$ cat config.mk
export PLATFORM = sky130hd
export DESIGN_NAME = buf_admit_ctrl
export DESIGN_NICKNAME = d
export VERILOG_FILES = /design/src/rtl/buf_admit_pkg.sv /design/src/rtl/buf_region_ctr.sv /design/src/rtl/buf_region_decode.sv /design/src/rtl/buf_admit_select.sv /design/src/rtl/buf_admit_ctrl.sv
export SDC_FILE = /design/constraint.sdc
export NUM_CORES = 1
export LEC_CHECK = 0
export BUFFER_PORTS_ARGS = -buffer_cell sky130_fd_sc_hd__buf_2
export CAP_MARGIN = 0
export CORE_MARGIN = 2
export CORE_UTILIZATION = 60
export DETAILED_ROUTE_END_ITERATION = 7
export GPL_ROUTABILITY_DRIVEN = 0
export PLACE_DENSITY = 0.85
export SETUP_SLACK_MARGIN = 0.4
export SLEW_MARGIN = 5
export SYNTH_ARGS = -nofsm -noshare
export SYNTH_HDL_FRONTEND = slang
export SYNTH_SLANG_ARGS = --single-unit
$ cat constraint.sdc
create_clock -name clk -period 11.3 [get_ports clk]
set_input_delay 0.565 -clock clk [delete_from_list [all_inputs] [get_ports clk]]
set_output_delay 0.565 -clock clk [all_outputs]
set_load 0.02 [all_outputs]
$ cat src/rtl/buf_admit_pkg.sv
`timescale 1ns/1ps
package buf_admit_pkg;
  localparam int NUM_CLASSES = 8;
  localparam int NUM_PORTS   = 4;
  localparam int RSV_LO      = 2;
  localparam int NRSV        = NUM_CLASSES - RSV_LO;
  localparam int CLS_W       = $clog2(NUM_CLASSES);
  localparam int PORT_W      = $clog2(NUM_PORTS);
  localparam int PORT_BASE   = NUM_CLASSES;
  localparam int SHARED_CODE = PORT_BASE + NUM_PORTS;
  localparam int CODE_W      = $clog2(SHARED_CODE + 1);
  typedef logic [CODE_W-1:0] region_code_t;
endpackage

$ cat src/rtl/buf_region_ctr.sv
`timescale 1ns/1ps
module buf_region_ctr #(
  parameter int CW = 8
) (
  input  logic          clk,
  input  logic          rst,
  input  logic [CW-1:0] size,
  input  logic          inc,
  input  logic          dec,
  output logic [CW-1:0] count,
  output logic          room
);
  assign room = (count < size);

  always_ff @(posedge clk) begin
    if (rst) begin
      count <= '0;
    end else begin
      case ({inc, dec})
        2'b10:   count <= count + 1'b1;
        2'b01:   count <= (count == '0) ? '0 : count - 1'b1;
        default: count <= count;
      endcase
    end
  end

  a_r11_no_overflow: assert property (@(posedge clk) disable iff (rst)
    inc |-> (count < size));
  a_r9_floor: assert property (@(posedge clk) disable iff (rst)
    (dec && !inc && count == '0) |=> (count == '0));
  a_r10_hold: assert property (@(posedge clk) disable iff (rst)
    (inc && dec) |=> (count == $past(count)));
endmodule

$ cat src/rtl/buf_region_decode.sv
`timescale 1ns/1ps
module buf_region_decode
  import buf_admit_pkg::*;
(
  input  logic                 valid,
  input  region_code_t         code,
  output logic [NRSV-1:0]      cls_hit,
  output logic [NUM_PORTS-1:0] port_hit,
  output logic                 shared_hit
);
  genvar gi;
  generate
    for (gi = 0; gi < NRSV; gi++) begin : g_cls
      assign cls_hit[gi] = valid && (code == CODE_W'(gi + RSV_LO));
    end
    for (gi = 0; gi < NUM_PORTS; gi++) begin : g_port
      assign port_hit[gi] = valid && (code == CODE_W'(gi + PORT_BASE));
    end
  endgenerate
  assign shared_hit = valid && (code == CODE_W'(SHARED_CODE));
endmodule

$ cat src/rtl/buf_admit_select.sv
`timescale 1ns/1ps
module buf_admit_select
  import buf_admit_pkg::*;
(
  input  logic [CLS_W-1:0]     cls,
  input  logic [PORT_W-1:0]    port,
  input  logic [NRSV-1:0]      class_room,
  input  logic [NUM_PORTS-1:0] port_room,
  input  logic                 shared_room,
  output region_code_t         code,
  output logic                 drop
);
  logic [NUM_CLASSES-1:0] room_all;
  assign room_all = {class_room, {RSV_LO{1'b0}}};

  always_comb begin
    drop = 1'b0;
    code = '0;
    if (room_all[cls]) begin
      code = CODE_W'(cls);
    end else if (port_room[port]) begin
      code = CODE_W'(PORT_BASE) + CODE_W'(port);
    end else if (shared_room) begin
      code = CODE_W'(SHARED_CODE);
    end else begin
      drop = 1'b1;
    end
  end
endmodule

$ cat src/rtl/buf_admit_ctrl.sv
`timescale 1ns/1ps
module buf_admit_ctrl
  import buf_admit_pkg::*;
#(
  parameter int CW = 8
) (
  input  logic                      clk,
  input  logic                      rst,
  input  logic                      arrive_valid,
  output logic                      arrive_refuse,
  input  logic                      classify_valid,
  input  logic [CLS_W-1:0]          classify_class,
  input  logic [PORT_W-1:0]         classify_port,
  output logic                      grant_valid,
  output logic [CODE_W-1:0]         grant_region,
  output logic                      drop,
  input  logic                      release_valid,
  input  logic [CODE_W-1:0]         release_region,
  input  logic [CW-1:0]             cfg_temp_size,
  input  logic [NRSV*CW-1:0]        cfg_class_size,
  input  logic [NUM_PORTS*CW-1:0]   cfg_port_size,
  input  logic [CW-1:0]             cfg_shared_size,
  output logic [CW-1:0]             occ_temp,
  output logic [NRSV*CW-1:0]        occ_class,
  output logic [NUM_PORTS*CW-1:0]   occ_port,
  output logic [CW-1:0]             occ_shared
);
  logic                 temp_room, temp_inc;
  logic [NRSV-1:0]      class_room, alloc_cls, rel_cls;
  logic [NUM_PORTS-1:0] port_room, alloc_port, rel_port;
  logic                 shared_room, alloc_sh, rel_sh;
  region_code_t         sel_code;
  logic                 sel_drop, take;

  assign temp_inc = arrive_valid && temp_room;
  assign take     = classify_valid && !sel_drop;

  buf_region_ctr #(.CW(CW)) u_temp (
    .clk(clk), .rst(rst), .size(cfg_temp_size), .inc(temp_inc),
    .dec(classify_valid), .count(occ_temp), .room(temp_room));

  buf_admit_select u_sel (
    .cls(classify_class), .port(classify_port), .class_room(class_room),
    .port_room(port_room), .shared_room(shared_room),
    .code(sel_code), .drop(sel_drop));

  buf_region_decode u_alloc_dec (
    .valid(take), .code(sel_code), .cls_hit(alloc_cls),
    .port_hit(alloc_port), .shared_hit(alloc_sh));

  buf_region_decode u_rel_dec (
    .valid(release_valid), .code(release_region), .cls_hit(rel_cls),
    .port_hit(rel_port), .shared_hit(rel_sh));

  genvar gi;
  generate
    for (gi = 0; gi < NRSV; gi++) begin : g_cls_ctr
      buf_region_ctr #(.CW(CW)) u_ctr (
        .clk(clk), .rst(rst), .size(cfg_class_size[gi*CW +: CW]),
        .inc(alloc_cls[gi]), .dec(rel_cls[gi]),
        .count(occ_class[gi*CW +: CW]), .room(class_room[gi]));
    end
    for (gi = 0; gi < NUM_PORTS; gi++) begin : g_port_ctr
      buf_region_ctr #(.CW(CW)) u_ctr (
        .clk(clk), .rst(rst), .size(cfg_port_size[gi*CW +: CW]),
        .inc(alloc_port[gi]), .dec(rel_port[gi]),
        .count(occ_port[gi*CW +: CW]), .room(port_room[gi]));
    end
  endgenerate

  buf_region_ctr #(.CW(CW)) u_shared (
    .clk(clk), .rst(rst), .size(cfg_shared_size), .inc(alloc_sh),
    .dec(rel_sh), .count(occ_shared), .room(shared_room));

  always_ff @(posedge clk) begin
    if (rst) begin
      arrive_refuse <= 1'b0;
      grant_valid   <= 1'b0;
      grant_region  <= '0;
      drop          <= 1'b0;
    end else begin
      arrive_refuse <= arrive_valid && !temp_room;
      grant_valid   <= take;
      grant_region  <= take ? sel_code : '0;
      drop          <= classify_valid && sel_drop;
    end
  end

  a_r2_refuse_full: assert property (@(posedge clk) disable iff (rst)
    (arrive_valid && occ_temp >= cfg_temp_size) |=> arrive_refuse);
  a_r5_low_class_no_class_region: assert property (@(posedge clk) disable iff (rst)
    (classify_valid && classify_class < CLS_W'(RSV_LO)) |=>
      !(grant_valid && grant_region < CODE_W'(PORT_BASE)));
  a_r8_drop_no_change: assert property (@(posedge clk) disable iff (rst)
    (classify_valid && !release_valid && sel_drop) |=>
      ($stable(occ_class) && $stable(occ_port) && $stable(occ_shared)));
  always_comb begin
    if (!rst) a_r12_exclusive: assert (!(grant_valid && drop));
  end
endmodule

==> run_summary.xml <==
<?xml version="1.0" encoding="UTF-8"?>
<metrics>
  <group name="pwr">
    <metric name="p_per_area" unit="nW/um2">83.7</metric>
    <metric name="net-switching-power" unit="mW">0.267</metric>
    <metric name="power.static_leakage" unit="nW">5.12</metric>
    <metric name="internal_power" unit="mW">0.636</metric>
    <metric name="share_seq_of_total_power" unit="%">42.6</metric>
    <metric name="p_clk_share" unit="%">38.2</metric>
    <metric name="share_comb_of_total_power" unit="%">19.1</metric>
    <metric name="share_of_total_power_consumed_by_net_switching" unit="%">29.6</metric>
    <metric name="vdd_ir_drop_max" unit="V">0.0000797</metric>
  </group>
  <group name="global_route">
    <metric name="met2_layer_usage_reported_by_global_route" unit="%">47.9</metric>
    <metric name="first_pass_grt_wire_length" unit="mm">40.3</metric>
    <metric name="number_of_global_route_vias_before_repair" unit="">8785</metric>
    <metric name="grt_use_met3" unit="%">4.86</metric>
    <metric name="all_layer_global_routing_usage" unit="%">29.0</metric>
    <metric name="met1_usage" unit="%">38.9</metric>
    <metric name="grt_busiest_layer" unit="">met2</metric>
    <metric name="grt.overflow.total" unit="">0</metric>
    <metric name="antenna_found_initial" unit="">1</metric>
    <metric name="grt_max_degree" unit="">99</metric>
  </group>
  <group name="setup_path">
    <metric name="arrival" unit="ps">4620</metric>
    <metric name="worst_ep_required_time" unit="ps">11590</metric>
    <metric name="timing.critical_path.fanout_max" unit="">14</metric>
    <metric name="crit_type" unit="">register to register</metric>
    <metric name="critPathLaunchType" unit="">register</metric>
    <metric name="endpoint_kind" unit="">register</metric>
  </group>
  <group name="die">
    <metric name="chipWidth" unit="um">129</metric>
    <metric name="die-area" unit="um2">16600</metric>
    <metric name="standard_cell_core_area" unit="um2">15200</metric>
    <metric name="num_io_pins" unit="">213</metric>
    <metric name="rows" unit="">45</metric>
    <metric name="die_h" unit="um">129</metric>
    <metric name="starting_density_of_the_core" unit="%">61.5</metric>
  </group>
  <group name="sta">
    <metric name="achievable-frequency" unit="MHz">231</metric>
    <metric name="fin_worst_skew" unit="ps">7.51</metric>
    <metric name="final.setup.tns" unit="ps">0</metric>
    <metric name="tightestPinTransition" unit="ps">1110</metric>
    <metric name="finalHoldViolations" unit="">0</metric>
    <metric name="slew_viol_final" unit="">0</metric>
    <metric name="final_period_minus_worst_setup_slack" unit="ps">4340</metric>
    <metric name="final.period_utilization" unit="%">38.4</metric>
    <metric name="finalSetupViolations" unit="">0</metric>
    <metric name="rsz_0062_raised_after_global_routing" unit="">false</metric>
    <metric name="slew-limit-headroom" unit="%">25.7</metric>
  </group>
  <group name="clock_network">
    <metric name="cts-buffers-inserted" unit="">9</metric>
    <metric name="post_cts_resize_count" unit="">0</metric>
    <metric name="insertion_delay_to_the_later_sink_of_the_worst_skew_pair" unit="ps">360</metric>
    <metric name="post-cts-setup-buffers" unit="">0</metric>
    <metric name="clk_transition_reported_paths" unit="ps">70</metric>
    <metric name="clkSinkCount" unit="">103</metric>
    <metric name="clock_tree.buffer_depth" unit="">2</metric>
    <metric name="postCtsHoldBufs" unit="">0</metric>
    <metric name="h-tree-depth" unit="">3</metric>
    <metric name="cts_tree" unit="">built</metric>
    <metric name="clk_root_buffer_cell" unit="">clkbuf_16</metric>
  </group>
  <group name="synthesis">
    <metric name="syn_nets" unit="">1529</metric>
    <metric name="synth_enable_flop_cells" unit="">0</metric>
    <metric name="synth_cell_types" unit="">62</metric>
    <metric name="synthesized_area" unit="um2">9340</metric>
    <metric name="proportion_of_synthesized_flip_flops_having_asynchronous_set_or_reset" unit="%">0</metric>
    <metric name="postSynth.topFlopCell" unit="">dfxtp_1</metric>
    <metric name="avgSynthCellArea" unit="um2">7.19</metric>
    <metric name="synth_seq_cells" unit="">103</metric>
    <metric name="synth.yosys.seq_area_share" unit="%">22.1</metric>
    <metric name="syn-instance-count" unit="">1299</metric>
    <metric name="synth-warning-count" unit="">0</metric>
  </group>
  <group name="placement">
    <metric name="hpwl" unit="mm">18.3</metric>
    <metric name="io_buffer_count" unit="">212</metric>
    <metric name="placedCellCount" unit="">1652</metric>
  </group>
  <group name="routing">
    <metric name="final_antenna_net_count" unit="">0</metric>
    <metric name="routed-via-count" unit="">10200</metric>
    <metric name="drt_first_iter_violations" unit="">873</metric>
    <metric name="detail_route.vias_per_cell" unit="">6.13</metric>
    <metric name="number_of_search_and_repair_iterations_in_the_first_detailed_routing_pass" unit="">5</metric>
    <metric name="route.detailed.wl_per_inst" unit="um">14.9</metric>
    <metric name="drc" unit="">0</metric>
    <metric name="postRouteWirelength" unit="mm">24.9</metric>
  </group>
  <group name="finish">
    <metric name="flow.area_growth_from_synthesis" unit="%">15.4</metric>
    <metric name="final_nets" unit="">1705</metric>
    <metric name="final_cells" unit="">1669</metric>
    <metric name="multi_input_comb_area" unit="um2">6610</metric>
    <metric name="final_core_utilization" unit="%">70.9</metric>
    <metric name="drive_gt1_share" unit="%">16.0</metric>
    <metric name="seqCellArea" unit="um2">2060</metric>
    <metric name="nFillCells" unit="">1283</metric>
  </group>
  <group name="worst_hold_path">
    <metric name="worst_hold_path_type" unit="">input port to register</metric>
  </group>
  <group name="flow_run">
    <metric name="timing.max_cap.violations" unit="">0</metric>
  </group>
  <group name="run_status">
    <metric name="outcome" unit="">complete, no violations</metric>
  </group>
</metrics>
[final cells by class]
type                    instances  share of cell area, %
multi-input cells            1019                   61.3
flip-flops and latches        103                   19.1
repair buffers                213                   9.93
inverters                     129                   4.49
well taps                     188                   2.18
clock buffers                   9                   2.09
clock inverters                 7                  0.882
diodes                          1                 0.0232
[power groups by stage]
stage | Clock (mW) | Combinational (mW) | Sequential, mW
2_1_floorplan | 0 | 0.110 | 0.398
3_3_place_gp | 0 | 0.166 | 0.393
3_5_place_dp | 0 | 0.171 | 0.393
4_1_cts | 0.349 | 0.172 | 0.385
5_1_grt | 0.364 | 0.195 | 0.387
6_report | 0.345 | 0.173 | 0.385
[through the flow]
step / total power, mW / hold slack (ps) / area [um2] / setup WS (ps)
after floorplan: 0.507 / 576 / 9340 / 7470
after global placement: 0.559 / 534 / 10500 / 7010
after CTS: 0.906 / 482 / 10800 / 7040
after detailed placement: 0.564 / 530 / 10500 / 6920
final: 0.903 / 484 / 10800 / 6960
after global routing: 0.945 / 480 / 10800 / 6630
[worst max-delay path: stages (launching register included)]
cell       delay [ps]
dfxtp_1           560
ha_1              330
a2111oi_0         370
o21ai_0           160
a221oi_1          320
o21ai_0           280
a21o_1            260
or4b_1            570
ha_1              360
nor2b_1           220
and3_1            240
a32oi_1           120
or3_1             330
a21oi_1           140
[sequential cells by signal, indices dropped and copies added, names as in the netlist]
| name | count |
|---|---|
| drop | 1 |
| g_cls_ctr.u_ctr.count | 48 |
| grant_valid | 1 |
| arrive_refuse | 1 |
| grant_region | 4 |
| g_port_ctr.u_ctr.count | 32 |
| u_temp.count | 8 |
| u_shared.count | 8 |
[Yosys cell counts, types with 7 or more instances]
library cell	n	area, um2
or3_1	58	363
o211ai_1	10	75.1
nor4_1	9	56.3
nor2_1	141	529
a211oi_1	33	248
o31ai_1	14	105
inv_1	129	484
a22oi_1	7	52.6
o21ai_0	91	455
nor3_1	45	225
xor2_1	8	70.1
nor3b_1	18	135
clkbuf_1	46	173
o22ai_1	11	68.8
dfxtp_1	103	2060
and3_1	36	225
a2111oi_0	9	78.8
a31oi_1	22	138
nand3_1	36	180
nand2_1	46	173
ha_1	120	1500
nand2b_1	20	125
nor2b_1	20	125
a21oi_1	165	826
[path summary, 6_finish.rpt]
path	cells after the start	startpoint	to	slack (ps)
max	13	g_port_ctr[3].u_ctr.count[5]	g_port_ctr[3].u_ctr.count[6]	6960
min	2	arrive_valid	arrive_refuse	480
max reg2reg	13	g_port_ctr[3].u_ctr.count[5]	g_port_ctr[3].u_ctr.count[6]	6960
min reg2reg	2	u_shared.count[7]	u_shared.count[7]	540
[cells by family after synthesis]
| family | count (synthesis) | share of synthesized area, % |
|---|---|---|
| AO/OA/AOI/OAI | 423 | 27.7 |
| XOR/XNOR | 8 | 0.750 |
| adder cells (fa/ha/maj) | 120 | 16.1 |
| buffers and inverters | 177 | 7.20 |
| flip-flops | 103 | 22.1 |
| multiplexers | 6 | 0.643 |
| AND/OR/NAND/NOR | 462 | 25.6 |
[per-layer routing]
| layer | vias up | share of wire [%] |
|---|---|---|
| li1 | 5133 | - |
| met5 | - | 0 |
| met2 | 373 | 46 |
| met4 | 0 | 2.1 |
| met1 | 4690 | 45 |
| met3 | 38 | 6.7 |
[cells in the final DEF (no fill, tap or decap), types with 22 or more instances in the layout]
| master | instances |
|---|---|
| a211oi_1 | 33 |
| nor2_1 | 141 |
| or3_1 | 58 |
| inv_1 | 129 |
| a21oi_1 | 165 |
| nand3_1 | 36 |
| ha_1 | 120 |
| nor3_1 | 45 |
| buf_2 | 211 |
| dfxtp_1 | 103 |
| and3_1 | 36 |
| nand2_1 | 46 |
| a31oi_1 | 22 |
| o21ai_0 | 91 |
Power figures use the tool's default switching activity.
